--- src/rtl/fpv_pkg.sv ---
package fpv_pkg;

  typedef enum logic [4:0] {
    ST_IDLE,
    ST_SWEW,
    ST_LOAD,
    ST_WDT,
    ST_SETUP,
    ST_PULSE,
    ST_HOLDA,
    ST_HOLDB,
    ST_VSET,
    ST_VDUM,
    ST_VSETTLE,
    ST_VREAD,
    ST_VEXIT,
    ST_ENDW,
    ST_DONE,
    ST_FAILW,
    ST_FAIL
  } fpv_state_e;

  function automatic int unsigned umax(input int unsigned a, input int unsigned b);
    return (a > b) ? a : b;
  endfunction

endpackage

--- src/rtl/fpv_timer.sv ---
module fpv_timer #(
  parameter int unsigned CW = 8
) (
  input  logic          clk,
  input  logic          rst_n,
  input  logic          load_i,
  input  logic [CW-1:0] val_i,
  output logic          zero_o
);
  logic [CW-1:0] cnt_q;
  logic [CW-1:0] cnt_d;
  logic          cnt_en;

  always_comb begin
    cnt_en = load_i || (cnt_q != '0);
    cnt_d  = load_i ? val_i : (cnt_q - CW'(1));
  end

  always_ff @(posedge clk or negedge rst_n) begin
    if (!rst_n) cnt_q <= '0;
    else if (cnt_en) cnt_q <= cnt_d;
  end

  assign zero_o = (cnt_q == '0);
endmodule

--- src/rtl/fpv_attempts.sv ---
module fpv_attempts #(
  parameter int unsigned NW        = 10,
  parameter int unsigned SHORT_TRY = 6,
  parameter int unsigned MAX_TRY   = 1000
) (
  input  logic clk,
  input  logic rst_n,
  input  logic clr_i,
  input  logic inc_i,
  output logic short_o,
  output logic last_o
);
  logic [NW-1:0] n_q;
  logic [NW-1:0] n_d;
  logic          n_en;

  always_comb begin
    n_en = clr_i || inc_i;
    n_d  = clr_i ? NW'(1) : (n_q + NW'(1));
  end

  always_ff @(posedge clk or negedge rst_n) begin
    if (!rst_n) n_q <= NW'(1);
    else if (n_en) n_q <= n_d;
  end

  assign short_o = (n_q <= NW'(SHORT_TRY));
  assign last_o  = (n_q >= NW'(MAX_TRY));
endmodule

--- src/rtl/fpv_width_sel.sv ---
module fpv_width_sel #(
  parameter int unsigned CW     = 8,
  parameter int unsigned Z1_CYC = 4,
  parameter int unsigned Z2_CYC = 8,
  parameter int unsigned Z3_CYC = 2
) (
  input  logic          short_i,
  input  logic          addl_i,
  output logic [CW-1:0] width_o
);
  always_comb begin
    if (addl_i)       width_o = CW'(Z3_CYC);
    else if (short_i) width_o = CW'(Z1_CYC);
    else              width_o = CW'(Z2_CYC);
  end
endmodule

--- src/rtl/fpv_seq.sv ---
module fpv_seq
  import fpv_pkg::*;
#(
  parameter int unsigned X_CYC     = 20,
  parameter int unsigned Y_CYC     = 50,
  parameter int unsigned Z1_CYC    = 30,
  parameter int unsigned Z2_CYC    = 200,
  parameter int unsigned Z3_CYC    = 10,
  parameter int unsigned A_CYC     = 5,
  parameter int unsigned B_CYC     = 5,
  parameter int unsigned G_CYC     = 4,
  parameter int unsigned E_CYC     = 2,
  parameter int unsigned H_CYC     = 2,
  parameter int unsigned T_CYC     = 20,
  parameter int unsigned SHORT_TRY = 6,
  parameter int unsigned MAX_TRY   = 1000
) (
  input  logic clk,
  input  logic rst_n,
  input  logic start_i,
  input  logic mismatch_i,
  output logic swe_o,
  output logic psu_o,
  output logic prg_o,
  output logic pv_o,
  output logic wdt_en_o,
  output logic load_o,
  output logic addl_o,
  output logic dummy_wr_o,
  output logic vread_o,
  output logic done_o,
  output logic fail_o
);
  localparam int unsigned MAXD = umax(umax(umax(umax(X_CYC, Y_CYC), umax(Z1_CYC, Z2_CYC)),
                                           umax(umax(Z3_CYC, A_CYC), umax(B_CYC, G_CYC))),
                                      umax(umax(E_CYC, H_CYC), T_CYC));
  localparam int unsigned CW = $clog2(MAXD + 1);
  localparam int unsigned NW = $clog2(MAX_TRY + 2);

  fpv_state_e    state_q, state_d;
  logic          addl_q, addl_d, addl_en;
  logic          miss_q, miss_en;
  logic          tmr_zero, tmr_load;
  logic [CW-1:0] tmr_val, dur, width;
  logic          try_clr, try_inc, try_short, try_last;
  logic          retry;
  fpv_state_e    dec_state;

  fpv_timer #(.CW(CW)) u_timer (
    .clk    (clk),
    .rst_n  (rst_n),
    .load_i (tmr_load),
    .val_i  (tmr_val),
    .zero_o (tmr_zero)
  );

  fpv_attempts #(.NW(NW), .SHORT_TRY(SHORT_TRY), .MAX_TRY(MAX_TRY)) u_tries (
    .clk     (clk),
    .rst_n   (rst_n),
    .clr_i   (try_clr),
    .inc_i   (try_inc),
    .short_o (try_short),
    .last_o  (try_last)
  );

  fpv_width_sel #(.CW(CW), .Z1_CYC(Z1_CYC), .Z2_CYC(Z2_CYC), .Z3_CYC(Z3_CYC)) u_width (
    .short_i (try_short),
    .addl_i  (addl_q),
    .width_o (width)
  );

  // outcome of a finished pass, based on the sampled mismatch
  always_comb begin
    retry = miss_q && !try_last;
    if (!miss_q)       dec_state = ST_ENDW;
    else if (try_last) dec_state = ST_FAILW;
    else               dec_state = ST_LOAD;
  end

  // next state
  always_comb begin
    state_d = state_q;
    try_clr = 1'b0;
    try_inc = 1'b0;
    addl_en = 1'b0;
    addl_d  = 1'b0;
    miss_en = 1'b0;
    if (state_q == ST_IDLE) begin
      if (start_i) begin
        state_d = ST_SWEW;
        try_clr = 1'b1;
        addl_en = 1'b1;
      end
    end else if (tmr_zero) begin
      case (state_q)
        ST_SWEW:    state_d = ST_LOAD;
        ST_LOAD:    state_d = ST_WDT;
        ST_WDT:     state_d = ST_SETUP;
        ST_SETUP:   state_d = ST_PULSE;
        ST_PULSE:   state_d = ST_HOLDA;
        ST_HOLDA:   state_d = ST_HOLDB;
        ST_HOLDB: begin
          if (addl_q) begin
            state_d = dec_state;
            try_inc = retry;
            addl_en = 1'b1;
          end else begin
            state_d = ST_VSET;
          end
        end
        ST_VSET:    state_d = ST_VDUM;
        ST_VDUM:    state_d = ST_VSETTLE;
        ST_VSETTLE: state_d = ST_VREAD;
        ST_VREAD: begin
          state_d = ST_VEXIT;
          miss_en = 1'b1;
        end
        ST_VEXIT: begin
          addl_en = 1'b1;
          if (try_short) begin
            state_d = ST_LOAD;
            addl_d  = 1'b1;
          end else begin
            state_d = dec_state;
            try_inc = retry;
          end
        end
        ST_ENDW:    state_d = ST_DONE;
        ST_FAILW:   state_d = ST_FAIL;
        default:    state_d = ST_IDLE;
      endcase
    end
  end

  // dwell time of the state about to be entered
  always_comb begin
    case (state_d)
      ST_SWEW:    dur = CW'(X_CYC);
      ST_SETUP:   dur = CW'(Y_CYC);
      ST_PULSE:   dur = width;
      ST_HOLDA:   dur = CW'(A_CYC);
      ST_HOLDB:   dur = CW'(B_CYC);
      ST_VSET:    dur = CW'(G_CYC);
      ST_VSETTLE: dur = CW'(E_CYC);
      ST_VEXIT:   dur = CW'(H_CYC);
      ST_ENDW,
      ST_FAILW:   dur = CW'(T_CYC);
      default:    dur = CW'(1);
    endcase
    tmr_val  = dur - CW'(1);
    tmr_load = (state_d != state_q);
  end

  always_ff @(posedge clk or negedge rst_n) begin
    if (!rst_n) state_q <= ST_IDLE;
    else        state_q <= state_d;
  end

  always_ff @(posedge clk or negedge rst_n) begin
    if (!rst_n) addl_q <= 1'b0;
    else if (addl_en) addl_q <= addl_d;
  end

  always_ff @(posedge clk or negedge rst_n) begin
    if (!rst_n) miss_q <= 1'b0;
    else if (miss_en) miss_q <= mismatch_i;
  end

  // Moore output decode
  always_comb begin
    swe_o      = !(state_q inside {ST_IDLE, ST_ENDW, ST_DONE, ST_FAILW, ST_FAIL});
    psu_o      = state_q inside {ST_SETUP, ST_PULSE, ST_HOLDA};
    prg_o      = (state_q == ST_PULSE);
    pv_o       = state_q inside {ST_VSET, ST_VDUM, ST_VSETTLE, ST_VREAD};
    wdt_en_o   = state_q inside {ST_WDT, ST_SETUP, ST_PULSE, ST_HOLDA, ST_HOLDB};
    load_o     = (state_q == ST_LOAD);
    addl_o     = addl_q && (state_q inside {ST_LOAD, ST_WDT, ST_SETUP, ST_PULSE, ST_HOLDA, ST_HOLDB});
    dummy_wr_o = (state_q == ST_VDUM);
    vread_o    = (state_q == ST_VREAD);
    done_o     = (state_q == ST_DONE);
    fail_o     = (state_q == ST_FAIL);
  end
endmodule

--- config.mk ---
export PLATFORM = sky130hd
export DESIGN_NAME = fpv_seq
export DESIGN_NICKNAME = d
export VERILOG_FILES = /design/src/rtl/fpv_pkg.sv /design/src/rtl/fpv_timer.sv /design/src/rtl/fpv_attempts.sv /design/src/rtl/fpv_width_sel.sv /design/src/rtl/fpv_seq.sv
export SDC_FILE = /design/constraint.sdc
export NUM_CORES = 1
export LEC_CHECK = 0
export ABC_CLOCK_PERIOD_IN_PS = 7100
export BUFFER_PORTS_ARGS = -buffer_cell sky130_fd_sc_hd__buf_2
export CELL_PAD_IN_SITES_DETAIL_PLACEMENT = 1
export CELL_PAD_IN_SITES_GLOBAL_PLACEMENT = 1
export CORE_MARGIN = 1
export CORE_UTILIZATION = 50
export DETAILED_ROUTE_END_ITERATION = 10
export GPL_TIMING_DRIVEN = 0
export PLACE_DENSITY_LB_ADDON = 0.1
export SYNTH_ARGS = -nofsm -noshare
export SYNTH_HDL_FRONTEND = slang
export SYNTH_HIERARCHICAL = 1
export SYNTH_SLANG_ARGS = --single-unit
--- constraint.sdc ---
create_clock -name clk -period 7.1 [get_ports clk]
set_input_delay 0.355 -clock clk [delete_from_list [all_inputs] [get_ports clk]]
set_output_delay 0.355 -clock clk [all_outputs]
set_load 0.02 [all_outputs]
==> run_results.csv, run 1 <==
group,metric,value,unit
status,outcome,"complete, no violations",
cts,cts_made_buffers,3,
setup_path,slowest_delay,690,ps
route,drtIter0Drc,164,
die,die_x,70.8,microns
cts,cts.path.max_buffers,2,
cts,clk_pin_slew_worst_paths,90,ps
global_routing,grt_max_degree,26,
cts,post_cts_resized,0,
logic_synthesis,syn_area_per_cell,8.58,sq um
cts,htreeDepth,1,
global_routing,grt_overflow_total,0,
die,dieArea,5010,sq um
die,start_util,0.533,
route,wirelength,6300,microns
setup_path,crit_required,7310,ps
power_and_ir_drop,peakVddDrop,0.000206,V
cts,cts_hold_buf,0,
setup_path,worst-path-max-fanout,11,
timing,worst_slew_pin_slew,995,ps
cells_and_area,areaGrowthSynthToFinish,7.77,%
cells_and_area,n_antenna_cell,0,
route,first_pass_iters,6,
logic_synthesis,synth_area,2370,sq um
logic_synthesis,ys_ff_latch,25,
placed_design,dp_hpwl,4760,microns
logic_synthesis,synth_seq_area_share,0.265,
cells_and_area,drive_above_1_share,0.183,
logic_synthesis,ys_warn_count,6,
power_and_ir_drop,powerDensity,379,nW/um^2
setup_path,cp_slowest_cell,"nor2_1",
route,ant_nets,0,
logic_synthesis,yosysTopAreaCellShare,0.254,
setup_path,r2r_cells,16,
die,rows,24,
worst_hold_path,hold_class,"primary input to asynchronous set/reset pin",
logic_synthesis,syn_inst,276,
route,drcViolationCount,0,
route,num_vias,2117,
cts,cts_tree,"built",
global_routing,track_usage,0.266,
timing,fmaxAchievable,199,MHz
logic_synthesis,synth_area_leader_cell,"dfrtp_1",
setup_path,crit_family,"simple AND/OR/NAND/NOR gates",
route,wire_per_inst,18.1,microns
setup_path,critPathCaptureType,"flip-flop",
placed_design,port_buffers,14,
timing,rsz0062_at_grt,"no",
timing,setup_viol,0,
logic_synthesis,synth_area_leaders,"dfrtp_1, nand2_1, o31ai_1, a21oi_1, nor2_1",
timing,fin_crit_sh,0.707,
logic_synthesis,synthTopCellsByCount,"nand2_1, dfrtp_1, nor2_1",
placed_design,gp_congestion,0.849,
logic_synthesis,synthMostInstantiatedCell,"nand2_1",
global_routing,grt_pass1_wl,10600,microns
timing,fin_skew,6.72,ps
setup_path,timing.critical_path.mode_cell,"inv_1",
cts,clock_latency,270,ps
logic_synthesis,synth-async-reset-ratio,1.00,
route,vias_per_cell,6.10,
cells_and_area,fillers,563,
timing,period_needed,5020,ps
die,core,4440,sq um
logic_synthesis,synth-edff-count,0,
flow_run,maxCapViolCount,0,
setup_path,path_buf_inv,3,
die,die_h,70.8,microns
setup_path,setup.worst_path.start_class,"flip-flop",
setup_path,critical_path_arrival,5230,ps
logic_synthesis,synth_cell_types,77,
setup_path,path_depth,16,
timing,maxSlewHeadroom,0.334,
setup_path,path_cells,"inv_1 -> ha_1 -> or4b_2 -> nor2_1 -> inv_1 -> a32oi_2 -> o311ai_2 -> nand2_2 -> xnor2_1 -> a2111oi_4 -> ha_1 -> inv_1 -> nor4b_2 -> xnor2_1 -> nand2_1 -> nand3_1",
power_and_ir_drop,totalPowerFinal,0.000967,W
global_routing,antenna_found_initial,0,
cells_and_area,nNetsFinal,304,
die,ioPinCount,15,
setup_path,critPathKind,"flip-flop to flip-flop",
cts,root_buffer,"clkbuf_8",
timing,final.setup.tns,0,ps
timing,hold_violations,0,
power_and_ir_drop,p_leak,1.05,nW
cts,clock_sinks,25,
cts,post_cts_buffers,0,
global_routing,grt_pass1_vias,2126,
logic_synthesis,synth-main-ff-cell,"dfrtp_1",
timing,slew_viol_final,0,
sequential cells by signal (all words and copies together), names as in the netlist:
| name | flops |
|---|---|
| addl_q | 1 |
| miss_q | 1 |
| state_q | 5 |
| u_timer/cnt_q | 8 |
| u_tries/n_q | 10 |
where the power goes:
part	switching, W	internal [W]	total, W
clock network	0.0000460	0.0000402	0.0000862
logic	0.000398	0.000277	0.000675
registers	0.0000322	0.000173	0.000206
layout by cell type, fill, tap and decap left out, types with 6 or more instances in the layout:
cell type / synthesis / layout
o21ai_0: 6 / 6
nand4_1: 6 / 6
inv_1: 18 / 18
or4_1: 7 / 7
o31ai_1: 11 / 11
nor3_1: 12 / 12
nor2_1: 21 / 21
nand3_1: 6 / 6
buf_4: 6 / 6
a21oi_1: 16 / 16
nand2_1: 29 / 29
dfrtp_1: 24 / 24
buf_2: 1 / 15
xnor2_1: 9 / 9
final cells by class:
cell class / count / area (sq um) / area share
multi-input combinational: 216 / 1540 / 0.605
inverter: 20 / 75.1 / 0.0294
clock buffer: 4 / 45.0 / 0.0177
sequential: 25 / 627 / 0.246
tap: 52 / 65.1 / 0.0255
buffer: 16 / 126 / 0.0495
timing repair buffer: 14 / 70.1 / 0.0275
final timing paths:
check                                              from                      endpoint  slack [ps]
setup / recovery           u_timer/cnt_q[0]$_DFFE_PN0P_  u_timer/cnt_q[6]$_DFFE_PN0P_        2080
hold / removal                                    rst_n  u_timer/cnt_q[1]$_DFFE_PN0P_          70
setup reg to reg           u_timer/cnt_q[0]$_DFFE_PN0P_  u_timer/cnt_q[6]$_DFFE_PN0P_        2080
hold reg to reg              u_tries/n_q[9]$_DFFE_PN0P_    u_tries/n_q[9]$_DFFE_PN0P_         580
max in group asynchronous                         rst_n    u_tries/n_q[0]$_DFFE_PN1P_        6660
min in group clk                             mismatch_i            miss_q$_DFFE_PN0P_         320
per-layer routing:
layer,up-vias,share of wire,global-route usage
met1,1043,0.48,0.360
li1,1048,-,-
met5,-,0,0
met2,22,0.49,0.452
met4,0,0.0075,0.0578
met3,4,0.019,0.0370
metrics by stage:
stage | utilization | area (sq um) | cells | hold WS, ps | setup slack [ps]
2_1_floorplan | - | 2370 | 277 | 59.4 | 3000
3_3_place_gp | 0.564 | 2510 | 343 | 378 | 2250
3_5_place_dp | 0.564 | 2510 | 343 | 383 | 2170
4_1_cts | 0.574 | 2550 | 347 | 84.5 | 2100
5_1_grt | 0.574 | 2550 | 347 | 113 | 1770
6_report | 0.574 | 2550 | 347 | 65.5 | 2080
cells by family after synthesis:
group / after synthesis / share of synthesized area
muxes: 3 / 0.0132
and+or+nand+nor: 125 / 0.307
adders and majority gates: 4 / 0.0211
buffers and inverters: 36 / 0.0851
xor gates and xnor gates: 14 / 0.0518
DFF: 25 / 0.265
other: 2 / 0.00317
AOI/OAI and AO/OA: 67 / 0.254
Power figures use the tool's default switching activity.
==> inputs of run 2 (changes only) <==
ABC_AREA = 1   (was not set)
ABC_CLOCK_PERIOD_IN_PS = 4750   (was 7100)
CORE_UTILIZATION = 44   (was 50)
clock period = 4.75 ns   (was 7.1 ns; I/O delays follow)
==> run 2 against run 1 <==
Net effect:
- combinational power shrank 98%
- clock power rose by 59%
- non-clock buffer count shrank 3
- area after synthesis grew 7.9%
- sequential share of layout area is 2.0 points lower
- sequential power increased by 4%
- register-to-register slack worse by 610 ps
==> run_results.csv, run 2 <==
group,metric,value,unit
status,outcome,"complete, no violations",
cells_and_area,n_antenna_cell,0,
cts,htreeDepth,1,
cts,root_buffer,"clkbuf_8",
route,wire_per_inst,13.4,microns
cells_and_area,nNetsFinal,423,
cts,clock_sinks,25,
cells_and_area,seqCellArea,627,sq um
logic_synthesis,syn_area_per_cell,6.50,sq um
cts,cts_tree,"built",
logic_synthesis,yosysTopAreaCellShare,0.235,
global_routing,grt_pass1_vias,2611,
route,drtIter0Drc,88,
cts,post_cts_resized,0,
cells_and_area,stdcell_area,2780,sq um
logic_synthesis,synth_cell_types,37,
timing,slew_viol_final,0,
timing,maxSlewHeadroom,0.594,
power_and_ir_drop,powerDensity,130,nW/um^2
setup_path,setup.worst_path.start_class,"flip-flop",
timing,worst_slew_pin_slew,607,ps
setup_path,critPathCaptureType,"flip-flop",
route,first_pass_iters,4,
timing,fin_skew,3.05,ps
setup_path,path_buf_inv,3,
die,ioPinCount,15,
die,dieArea,6120,sq um
die,die_x,78.2,microns
route,ant_nets,0,
logic_synthesis,syn_inst,393,
timing,hold_violations,0,
timing,fin_crit_sh,0.691,
placed_design,port_buffers,14,
power_and_ir_drop,p_int,0.000277,W
setup_path,cp_slowest_cell,"dfrtp_1",
setup_path,critPathKind,"flip-flop to flip-flop",
placed_design,postPlaceCellArea,2730,sq um
die,rows,27,
global_routing,grt_pass1_wl,11700,microns
worst_hold_path,hold_class,"primary input to flip-flop",
power_and_ir_drop,seqPwrFrac,0.591,
global_routing,track_usage,0.239,
power_and_ir_drop,clkPwrFrac,0.379,
timing,period_needed,3280,ps
logic_synthesis,synth_area_leaders,"dfrtp_1, nand2_1, inv_1, nand3_1, nor2_1",
cells_and_area,areaGrowthSynthToFinish,8.82,%
logic_synthesis,ys_warn_count,6,
power_and_ir_drop,p_sw_frac,0.232,
placed_design,gp_congestion,0.856,
logic_synthesis,synth-main-ff-cell,"dfrtp_1",
power_and_ir_drop,power.share.combinational,0.030,
logic_synthesis,synth-edff-count,0,
setup_path,critical_path_arrival,3490,ps
global_routing,antenna_found_initial,0,
power_and_ir_drop,p_sw,0.0000839,W
cts,clk_pin_slew_worst_paths,100,ps
route,vias_per_cell,5.02,
logic_synthesis,ys_ff_latch,25,
setup_path,path_cells,"inv_1 -> ha_1 -> nand2_2 -> nor2_4 -> buf_2 -> o21ai_1 -> o21ai_2 -> inv_1 -> nor2_2 -> nand2_1 -> nand2_1 -> nor2_1 -> a21oi_4 -> ha_1 -> nand2_1 -> xnor2_1 -> nand2_1 -> a21oi_1",
cells_and_area,top_regs,"u_tries/n_q: 10 flops, u_timer/cnt_q: 8 flops, state_q: 5 flops",
logic_synthesis,synthMostInstantiatedCell,"nand2_1",
setup_path,crit_required,4960,ps
logic_synthesis,synth-async-reset-ratio,1.00,
logic_synthesis,synthTopCellsByCount,"nand2_1, inv_1, nor2_1",
cells_and_area,drive_above_1_share,0.242,
die,core,5540,sq um
setup_path,timing.critical_path.mode_cell,"nand2_1",
setup_path,slowest_delay,400,ps
route,wirelength,6500,microns
route,num_vias,2441,
timing,layout_setup_ws,1470,ps
logic_synthesis,synth_area,2550,sq um
cells_and_area,layout_commonest_cell,"nand2_1",
cells_and_area,largest_reg_flops,10,
timing,fmaxAchievable,305,MHz
cts,clock_latency,280,ps
cells_and_area,top_register,"u_tries/n_q",
route,drcViolationCount,0,
placed_design,place_ws,1450,ps
cts,cts.path.max_buffers,2,
setup_path,crit_family,"simple AND/OR/NAND/NOR gates",
die,start_util,0.461,
logic_synthesis,synth_seq_area_share,0.245,
cells_and_area,fillers,799,
cts,cts_made_buffers,3,
global_routing,grt_overflow_total,0,
logic_synthesis,synth_area_leader_cell,"dfrtp_1",
power_and_ir_drop,p_leak,1.54,nW
cells_and_area,multi_input_area,1620,sq um
global_routing,grt_max_degree,26,
power_and_ir_drop,peakVddDrop,0.0000926,V
timing,setup_viol,0,
setup_path,worst-path-max-fanout,10,
die,die_h,78.2,microns
timing,rsz0062_at_grt,"no",
flow_run,maxCapViolCount,0,
cells_and_area,final_cell_mix,"nand2_1, inv_1, nor2_1, nand3_1, dfrtp_1",
placed_design,dp_hpwl,5340,microns
timing,final.setup.tns,0,ps
[run 2: changes by cell type after synthesis, sizes merged, moves of 8 or more]
cell   before  now
inv        20   59
nand2      30  120
o31ai      11    0
nor3       13    5
nor2       21   73
nand3       6   44
[run 2: power groups by stage]
| stage | sequential (W) | combinational, W | clock [W] |
|---|---|---|---|
| CTS | 0.000214 | 0.0000109 | 0.000141 |
| finish | 0.000214 | 0.0000107 | 0.000137 |
| detailed placement | 0.000218 | 0.0000103 | 0 |
| global placement | 0.000218 | 0.00000997 | 0 |
| floorplan | 0.000218 | 0.00000410 | 0 |
| global route | 0.000214 | 0.0000124 | 0.000148 |
[run 2: path summary, 6_finish.rpt]
check,from,end,slack [ps],depth (start not counted)
min in group asynchronous,rst_n,u_tries/n_q[9]$_DFFE_PN0P_,510,2
setup reg to reg,u_timer/cnt_q[0]$_DFFE_PN0P_,u_timer/cnt_q[4]$_DFFE_PN0P_,1470,18
hold reg to reg,u_tries/n_q[0]$_DFFE_PN1P_,u_tries/n_q[0]$_DFFE_PN1P_,500,2
hold / removal,mismatch_i,miss_q$_DFFE_PN0P_,230,3
max in group asynchronous,rst_n,state_q[3]$_DFF_PN0_,3850,2
setup / recovery,u_timer/cnt_q[0]$_DFFE_PN0P_,u_timer/cnt_q[4]$_DFFE_PN0P_,1470,18
[run 2: cells by family (layout without fill, tap and decap cells)]
family / count (synthesis) / in the layout / share of synthesized area
simple gates: 252 / 252 / 0.502
buf+inv: 72 / 92 / 0.124
xor+xnor: 5 / 5 / 0.0171
other cells: 2 / 3 / 0.00294
flops: 25 / 25 / 0.245
compound gates: 33 / 33 / 0.0886
fa+ha+maj: 4 / 4 / 0.0196
[run 2: layer usage]
layer / up-vias / share of wire / global-route usage
met5: - / 0 / 0
met4: 0 / 0.011 / 0.0611
met3: 6 / 0.0091 / 0.0221
met2: 11 / 0.50 / 0.440
met1: 1158 / 0.48 / 0.295
li1: 1266 / - / -
[run 2: worst reg2reg max path: stages, from the launching register on]
cell and delay [ps]:
dfrtp_1 400, inv_1 170, ha_1 290, nand2_2 110, nor2_4 190, buf_2 320
o21ai_1 140, o21ai_2 170, inv_1 120, nor2_2 190, nand2_1 70, nand2_1 60
nor2_1 60, a21oi_4 230, ha_1 280, nand2_1 90, xnor2_1 140, nand2_1 70
a21oi_1 130
[run 2: area by class of cell]
class                      count  share of cell area
clock buffer                   4              0.0162
timing repair buffer          16              0.0306
sequential                    25               0.225
tap                           72              0.0324
buffer                        11              0.0320
inverter                      61              0.0824
multi-input combinational    297               0.581
[run 2: what timing repair did]
item / CTS / global route
buffers inserted: 0 / 0
endpoints found under the setup margin: 0 / 0
hold buffers: 1 / 0
hold endpoints to repair: 24 / 0
[run 2: per-stage QoR]
step           total power (W)   util  hold WS (ps)  std cells
2_1_floorplan         0.000222      -         -58.1        394
3_3_place_gp          0.000228  0.491           271        480
3_5_place_dp          0.000228  0.492           274        481
4_1_cts               0.000365  0.502           236        486
5_1_grt               0.000374  0.502           253        486
6_report              0.000361  0.502           232        486
